===== config.mk =====
export PLATFORM = sky130hd
export DESIGN_NAME = adc_scan_seq
export DESIGN_NICKNAME = d
export VERILOG_FILES = /design/src/rtl/adc_seq_pkg.sv /design/src/rtl/adc_chan_picker.sv /design/src/rtl/adc_scan_ctrl.sv /design/src/rtl/adc_result_bank.sv /design/src/rtl/adc_scan_seq.sv
export SDC_FILE = /design/constraint.sdc
export NUM_CORES = 1
export LEC_CHECK = 0
export CAP_MARGIN = 0
export CORE_UTILIZATION = 35
export CTS_CLUSTER_SIZE = 28
export DETAILED_ROUTE_END_ITERATION = 10
export GPL_TIMING_DRIVEN = 0
export PLACE_DENSITY = 0.61
export REMOVE_ABC_BUFFERS = 1
export SLEW_MARGIN = 20
export SYNTH_ARGS = -nofsm -noshare
export SYNTH_HDL_FRONTEND = slang
export SYNTH_HIERARCHICAL = 1
export SYNTH_SLANG_ARGS = --single-unit
export TNS_END_PERCENT = 100

===== constraint.sdc =====
create_clock -name clk -period 3.4 [get_ports clk]
set_input_delay 0.34 -clock clk [delete_from_list [all_inputs] [get_ports clk]]
set_output_delay 0.34 -clock clk [all_outputs]
set_load 0.03 [all_outputs]

===== src/rtl/adc_seq_pkg.sv =====
package adc_seq_pkg;
  typedef enum logic [0:0] {S_IDLE = 1'b0, S_WAIT = 1'b1} scan_state_t;

  // in pair mode the converter is pointed at the positive (even) input
  function automatic logic [7:0] pair_select(input logic [7:0] idx, input logic pair);
    pair_select = pair ? {idx[7:1], 1'b0} : idx;
  endfunction
endpackage


===== src/rtl/adc_chan_picker.sv =====
module adc_chan_picker #(
  parameter int NCH = 8,
  localparam int CW = $clog2(NCH)
) (
  input  logic [NCH-1:0] mask,
  input  logic [CW:0]    base,
  output logic           found,
  output logic [CW-1:0]  idx
);
  // lowest enabled index at or above base
  always_comb begin
    found = 1'b0;
    idx   = '0;
    for (int i = NCH - 1; i >= 0; i--) begin
      if (mask[i] && (i >= int'(base))) begin
        found = 1'b1;
        idx   = CW'(i);
      end
    end
  end
endmodule


===== src/rtl/adc_scan_ctrl.sv =====
module adc_scan_ctrl
  import adc_seq_pkg::*;
#(
  parameter int NCH = 8,
  localparam int CW = $clog2(NCH)
) (
  input  logic           clk,
  input  logic           rst,
  input  logic [NCH-1:0] ch_en,
  input  logic           diff_mode,
  input  logic           dma_en,
  input  logic           start,
  input  logic           conv_done,
  output logic           conv_start,
  output logic [CW-1:0]  conv_sel,
  output logic           conv_pair,
  output logic           busy,
  output logic           irq,
  output logic           wr_en,
  output logic [CW-1:0]  wr_idx
);
  scan_state_t    state;
  logic [NCH-1:0] mask_q;
  logic           mode_q;
  logic [CW-1:0]  tgt;
  logic [NCH-1:0] pick_mask;
  logic [CW:0]    pick_base;
  logic           nxt_found;
  logic [CW-1:0]  nxt_idx;
  logic [7:0]     sel_wide;
  logic           sel_mode;

  assign pick_mask = (state == S_IDLE) ? ch_en : mask_q;
  assign pick_base = (state == S_IDLE) ? '0 : ({1'b0, tgt} + 1'b1);
  assign sel_mode  = (state == S_IDLE) ? diff_mode : mode_q;
  assign sel_wide  = pair_select(8'(nxt_idx), sel_mode);

  adc_chan_picker #(.NCH(NCH)) u_pick (
    .mask (pick_mask),
    .base (pick_base),
    .found(nxt_found),
    .idx  (nxt_idx)
  );

  assign wr_en  = (state == S_WAIT) && conv_done;
  assign wr_idx = tgt;

  always_ff @(posedge clk) begin
    if (rst) begin
      state      <= S_IDLE;
      mask_q     <= '0;
      mode_q     <= 1'b0;
      tgt        <= '0;
      conv_start <= 1'b0;
      conv_sel   <= '0;
      conv_pair  <= 1'b0;
      busy       <= 1'b0;
      irq        <= 1'b0;
    end else begin
      conv_start <= 1'b0;
      irq        <= 1'b0;
      case (state)
        S_IDLE: begin
          if (start) begin
            mask_q <= ch_en;
            mode_q <= diff_mode;
            if (nxt_found) begin
              state      <= S_WAIT;
              busy       <= 1'b1;
              conv_start <= 1'b1;
              tgt        <= nxt_idx;
              conv_sel   <= sel_wide[CW-1:0];
              conv_pair  <= diff_mode;
            end else begin
              irq <= ~dma_en;
            end
          end
        end
        S_WAIT: begin
          if (conv_done) begin
            if (nxt_found) begin
              conv_start <= 1'b1;
              tgt        <= nxt_idx;
              conv_sel   <= sel_wide[CW-1:0];
            end else begin
              state     <= S_IDLE;
              busy      <= 1'b0;
              conv_pair <= 1'b0;
              irq       <= ~dma_en;
            end
          end
        end
        default: state <= S_IDLE;
      endcase
    end
  end

  a_r7_start_in_scan: assert property (@(posedge clk) disable iff (rst)
    conv_start |-> busy);
  a_r2_sel_held: assert property (@(posedge clk) disable iff (rst)
    (busy && $past(busy) && !$past(conv_done)) |-> $stable(conv_sel));
  a_r4_pair_even: assert property (@(posedge clk) disable iff (rst)
    conv_pair |-> !conv_sel[0]);
  a_r8_irq_pulse: assert property (@(posedge clk) disable iff (rst)
    irq |=> !irq);
  a_r8_irq_not_dma: assert property (@(posedge clk) disable iff (rst)
    irq |-> !$past(dma_en));
  a_r6_idle_quiet: assert property (@(posedge clk) disable iff (rst)
    !busy |-> !conv_start);
endmodule


===== src/rtl/adc_result_bank.sv =====
module adc_result_bank #(
  parameter int NCH = 8,
  parameter int DW  = 12,
  localparam int CW = $clog2(NCH)
) (
  input  logic           clk,
  input  logic           rst,
  input  logic           wr_en,
  input  logic [CW-1:0]  wr_idx,
  input  logic [DW-1:0]  wr_data,
  input  logic           rd_en,
  input  logic [CW-1:0]  rd_idx,
  input  logic           dma_en,
  input  logic [NCH-1:0] dma_ack,
  output logic [DW-1:0]  rd_data,
  output logic           rd_valid,
  output logic [NCH-1:0] res_valid,
  output logic [NCH-1:0] dma_req
);
  logic [DW-1:0]  mem [NCH];
  logic [NCH-1:0] valid_n;

  // data array: one write port, one registered read port
  always_ff @(posedge clk) begin
    if (wr_en) mem[wr_idx] <= wr_data;
  end

  always_ff @(posedge clk) begin
    if (rd_en) rd_data <= mem[rd_idx];
  end

  always_comb begin
    valid_n = res_valid & ~dma_ack;
    if (rd_en) valid_n[rd_idx] = 1'b0;
    if (wr_en) valid_n[wr_idx] = 1'b1;
  end

  always_ff @(posedge clk) begin
    if (rst) begin
      res_valid <= '0;
      dma_req   <= '0;
      rd_valid  <= 1'b0;
    end else begin
      res_valid <= valid_n;
      dma_req   <= valid_n & {NCH{dma_en}};
      rd_valid  <= rd_en && res_valid[rd_idx];
    end
  end

  a_r9_req_needs_valid: assert property (@(posedge clk) disable iff (rst)
    (dma_req & ~res_valid) == '0);
  a_r3_write_sets: assert property (@(posedge clk) disable iff (rst)
    wr_en |=> res_valid[$past(wr_idx)]);
  a_r9_ack_clears: assert property (@(posedge clk) disable iff (rst)
    (dma_ack != '0 && !wr_en) |=> ((res_valid & $past(dma_ack)) == '0));
endmodule


===== src/rtl/adc_scan_seq.sv =====
module adc_scan_seq #(
  parameter int NCH = 8,
  parameter int DW  = 12,
  localparam int CW = $clog2(NCH)
) (
  input  logic           clk,
  input  logic           rst,
  input  logic [NCH-1:0] ch_en,
  input  logic           diff_mode,
  input  logic           dma_en,
  input  logic           start,
  output logic           conv_start,
  output logic [CW-1:0]  conv_sel,
  output logic           conv_pair,
  input  logic           conv_done,
  input  logic [DW-1:0]  conv_data,
  input  logic           rd_en,
  input  logic [CW-1:0]  rd_idx,
  output logic [DW-1:0]  rd_data,
  output logic           rd_valid,
  output logic [NCH-1:0] res_valid,
  output logic [NCH-1:0] dma_req,
  input  logic [NCH-1:0] dma_ack,
  output logic           busy,
  output logic           irq
);
  logic          wr_en;
  logic [CW-1:0] wr_idx;

  adc_scan_ctrl #(.NCH(NCH)) u_ctrl (
    .clk       (clk),
    .rst       (rst),
    .ch_en     (ch_en),
    .diff_mode (diff_mode),
    .dma_en    (dma_en),
    .start     (start),
    .conv_done (conv_done),
    .conv_start(conv_start),
    .conv_sel  (conv_sel),
    .conv_pair (conv_pair),
    .busy      (busy),
    .irq       (irq),
    .wr_en     (wr_en),
    .wr_idx    (wr_idx)
  );

  adc_result_bank #(.NCH(NCH), .DW(DW)) u_bank (
    .clk      (clk),
    .rst      (rst),
    .wr_en    (wr_en),
    .wr_idx   (wr_idx),
    .wr_data  (conv_data),
    .rd_en    (rd_en),
    .rd_idx   (rd_idx),
    .dma_en   (dma_en),
    .dma_ack  (dma_ack),
    .rd_data  (rd_data),
    .rd_valid (rd_valid),
    .res_valid(res_valid),
    .dma_req  (dma_req)
  );

  a_r7_busy_ends_with_write: assert property (@(posedge clk) disable iff (rst)
    $fell(busy) |-> $past(wr_en));
endmodule


==> impl_metrics.py <==
metrics = {
    "status": {
        "status": "finished, final reports clean",
    },
    "power_and_ir_drop": {
        "power_density_nw_per_um2": 545,
        "p_leak_nw": 2.55,
        "vdd_ir_drop_max_v": 0.000342,
        "power.total_mw": 4.05,
    },
    "worst_setup_path": {
        "r2r_end": "u_ctrl/wr_idx[0]",
        "critPathSlowestCell": "dfxtp_1",
        "r2r_start": "u_ctrl/conv_sel[1]",
        "required_ns": 3.70,
        "path_cells": "ha_1 -> xor2_1 -> and2_1 -> nand3_2 -> a21oi_1 -> a2bb2oi_1 -> nand2b_1 -> o21ai_2 -> mux2_4",
        "crit_end": "u_ctrl/wr_idx[0]",
        "cpPeakStageDelay_ns": 0.64,
        "reg2reg_depth": 9,
        "endpoint_kind": "flop",
        "crit_path_max_fanout": 12,
        "critical_path_class": "reg2reg",
        "cp.arrival_ns": 3.02,
        "regToRegSetupSlack_ns": 0.68,
        "crit_path_start": "u_ctrl/conv_sel[1]",
        "critPathLaunchType": "flop",
    },
    "synth": {
        "synth_seq_cells": 143,
        "syn_avg_cell_area_sq_um": 16.2,
        "synthAdderAreaFrac_pct": 0.212,
        "syn_area_sq_um": 5900,
        "syn_inst": 365,
        "synth_cell_type_count": 49,
        "synth-async-reset-ratio_pct": 0,
        "synth_compound_area_share_pct": 4.39,
        "synth_mux_area_share_pct": 16.2,
        "synth-edff-count": 108,
        "ys_seq_area_share_pct": 66.9,
        "synth-simple-area-share_pct": 8.83,
        "synth_top_family_by_area": "multiplexers",
        "synth_ff_type": "edfxtp_1",
        "ys.warnings.count": 6,
        "synth_xor_area_share_pct": 0.149,
        "synthTopCellsByArea": "edfxtp_1, dfxtp_1, mux4_1, mux2_2, mux4_2",
        "yosys.area.top_type_share_pct": 55.0,
        "synth_top_cell_by_area": "edfxtp_1",
    },
    "layout": {
        "finish.net_count": 482,
        "register_area_sq_um": 3940,
        "fin_cells": 675,
        "fillCellCount": 1447,
        "postLayoutCellArea_sq_um": 7440,
        "multi_input_area_sq_um": 1810,
        "n_antenna_cell": 0,
        "area_growth_pct": 26.1,
        "drive_gt1_share_pct": 16.7,
    },
    "timing": {
        "fin_crit_ns": 2.72,
        "tightest_slew_ns": 1.05,
        "max_clock_freq_ghz": 0.367,
        "layout_worst_path_cycle_share_pct": 80.1,
        "fin_skew_ns": 0.00826,
        "grt_setup_unrepaired": "no",
        "relSlewSlack_pct": 29.9,
        "finalSetupTns_ns": 0,
        "hold_viol_final": 0,
        "drv_slew": 0,
        "finalSetupViolations": 0,
    },
    "floorplan": {
        "ios": 74,
        "fp.coreArea_sq_um": 16500,
        "start_util_pct": 35.7,
        "rows": 47,
        "dieArea_sq_um": 17400,
        "die_h_um": 132,
        "die_w_um": 132,
    },
    "route": {
        "drtIter0Drc": 176,
        "drtPass1Iterations": 4,
        "vias": 3354,
        "postRouteAntennaNets": 0,
        "post_drt_wl_per_cell_um": 17.6,
        "wirelength_mm": 11.9,
        "vias_per_cell": 4.97,
        "drc": 0,
    },
    "clocking": {
        "clockRootBuffer": "clkbuf_16",
        "cts_buffers": 17,
        "clkLatencyLatePin_ns": 0.41,
        "ctsHoldBuffers": 0,
        "clockBufferDepth": 2,
        "cts_tree": "done",
        "postCtsSetupBuffers": 0,
        "clkTransAtPathRegs_ns": 0.06,
        "cts_resized": 0,
        "cts.htree.levels": 4,
        "clock_sinks": 143,
    },
    "global_routing": {
        "track_usage_pct": 14.3,
        "grt_antenna_before_repair": 0,
        "grt_pass1_vias": 3362,
        "grt_pass1_wl_mm": 18.5,
        "grt_overflow": 0,
        "grt_max_degree": 32,
    },
    "job": {
        "maxCapViolCount": 0,
    },
    "place": {
        "placed_area_sq_um": 6890,
        "placedCellCount": 644,
        "gp_congestion": 0.711,
        "dpl.hpwl_mm": 7.67,
        "numPortBuffers": 73,
    },
    "min_path": {
        "hold_path.class": "in2reg",
    },
}
-- state kept, by name, summed over array words and instances (netlist names) --
name               cells
u_ctrl/wr_idx          2
u_ctrl/conv_start      1
u_ctrl/conv_sel        2
u_ctrl/irq             1
u_ctrl/mode_q          1
u_ctrl/state           1
u_bank/res_valid       8
u_bank/dma_req         8
u_bank/rd_data        12
u_bank/mem            96
u_ctrl/busy            1
u_ctrl/conv_pair       1
u_ctrl/mask_q          8
u_bank/rd_valid        1
-- through the flow --
| step | util (%) | setup WS (ns) | hold WS [ns] |
|---|---|---|---|
| floorplan | - | 0.653 | 0.409 |
| global placement | 40.9 | -1.10 | 0.438 |
| detailed placement | 41.7 | 0.719 | 0.446 |
| CTS | 45.1 | 0.683 | 0.454 |
| global route | 45.0 | 0.411 | 0.419 |
| finish | 45.0 | 0.678 | 0.409 |
-- area by class of cell --
type,instances,area share [%]
clock buffer,20,5.87
tap,220,3.70
timing repair buffer,80,10.9
sequential,143,53.0
clock inverter,11,1.58
inverter,12,0.606
multi-input combinational,189,24.3
-- worst min-delay path by stage --
stage	start	end	cells past startpoint
6_report	rst	u_bank/res_valid[4]	2
4_1_cts	u_ctrl/mask_q[2]	u_ctrl/mask_q[2]	2
5_1_grt	rst	u_bank/res_valid[4]	2
3_3_place_gp	u_ctrl/mask_q[6]	u_ctrl/mask_q[6]	2
3_5_place_dp	u_ctrl/mask_q[5]	u_ctrl/mask_q[5]	2
2_1_floorplan	rst	u_ctrl/busy	1
-- worst max-delay path: cells and delay by family, from the launching register on --
family                     cells  cell delay, ns
adders and majority gates      1            0.25
xor gates and xnor gates       1            0.14
AOI/OAI and AO/OA              3            0.62
and+or+nand+nor                3            0.65
DFF                            1            0.64
muxes                          1            0.32
-- kinds of logic (layout without fill, tap and decap cells) --
family | after synthesis | count (layout)
simple gates | 90 | 90
xor+xnor | 1 | 1
mux | 55 | 55
compound gates | 42 | 42
flops | 143 | 143
buf+inv | 33 | 123
fa+ha+maj | 1 | 1
-- metal layers --
metal	vias to the layer above	part of all wire [%]	global-route usage, %
met2	76	53	24.5
met4	0	1.4	5.43
met1	1686	41	16.9
li1	1578	-	-
met3	14	4.6	4.31
met5	-	0	0
-- Yosys cell counts, types with 2 or more instances --
cell type / n
a21oi_1: 17
a31oi_1: 8
nor2_1: 23
clkbuf_1: 3
edfxtp_1: 108
inv_1: 12
nand2_1: 24
mux4_1: 17
nand4b_1: 3
buf_2: 8
nand4bb_1: 3
buf_4: 2
nand2b_1: 12
buf_6: 7
and4b_1: 3
nor2b_1: 3
and2b_1: 2
a211oi_1: 3
o21ai_0: 4
nor4bb_1: 4
and2_1: 2
mux2i_1: 9
mux2_2: 20
dfxtp_1: 35
mux4_2: 8
and4_1: 2
-- where the power goes --
part | switching, mW | total (mW) | internal (mW) | leakage [nW]
Combinational | 0.182 | 0.360 | 0.177 | 1.02
Clock | 0.664 | 1.73 | 1.07 | 0.260
Sequential | 0.0342 | 1.96 | 1.93 | 1.27
Total | 0.881 | 4.05 | 3.17 | 2.55
-- placed cells by master, fill, tap and decap left out, types with 4 or more instances in the layout --
cell / count
edfxtp_1: 108
nor2_1: 23
nand2b_1: 12
clkbuf_16: 17
nand2_1: 24
mux4_1: 17
buf_2: 5
inv_1: 12
mux2i_1: 9
mux4_2: 8
o21ai_0: 4
dfxtp_1: 35
a21oi_1: 17
mux2_2: 20
clkinvlp_4: 4
a31oi_1: 8
clkdlybuf4s50_1: 69
Note: power is estimated with default switching activity, not from simulation.
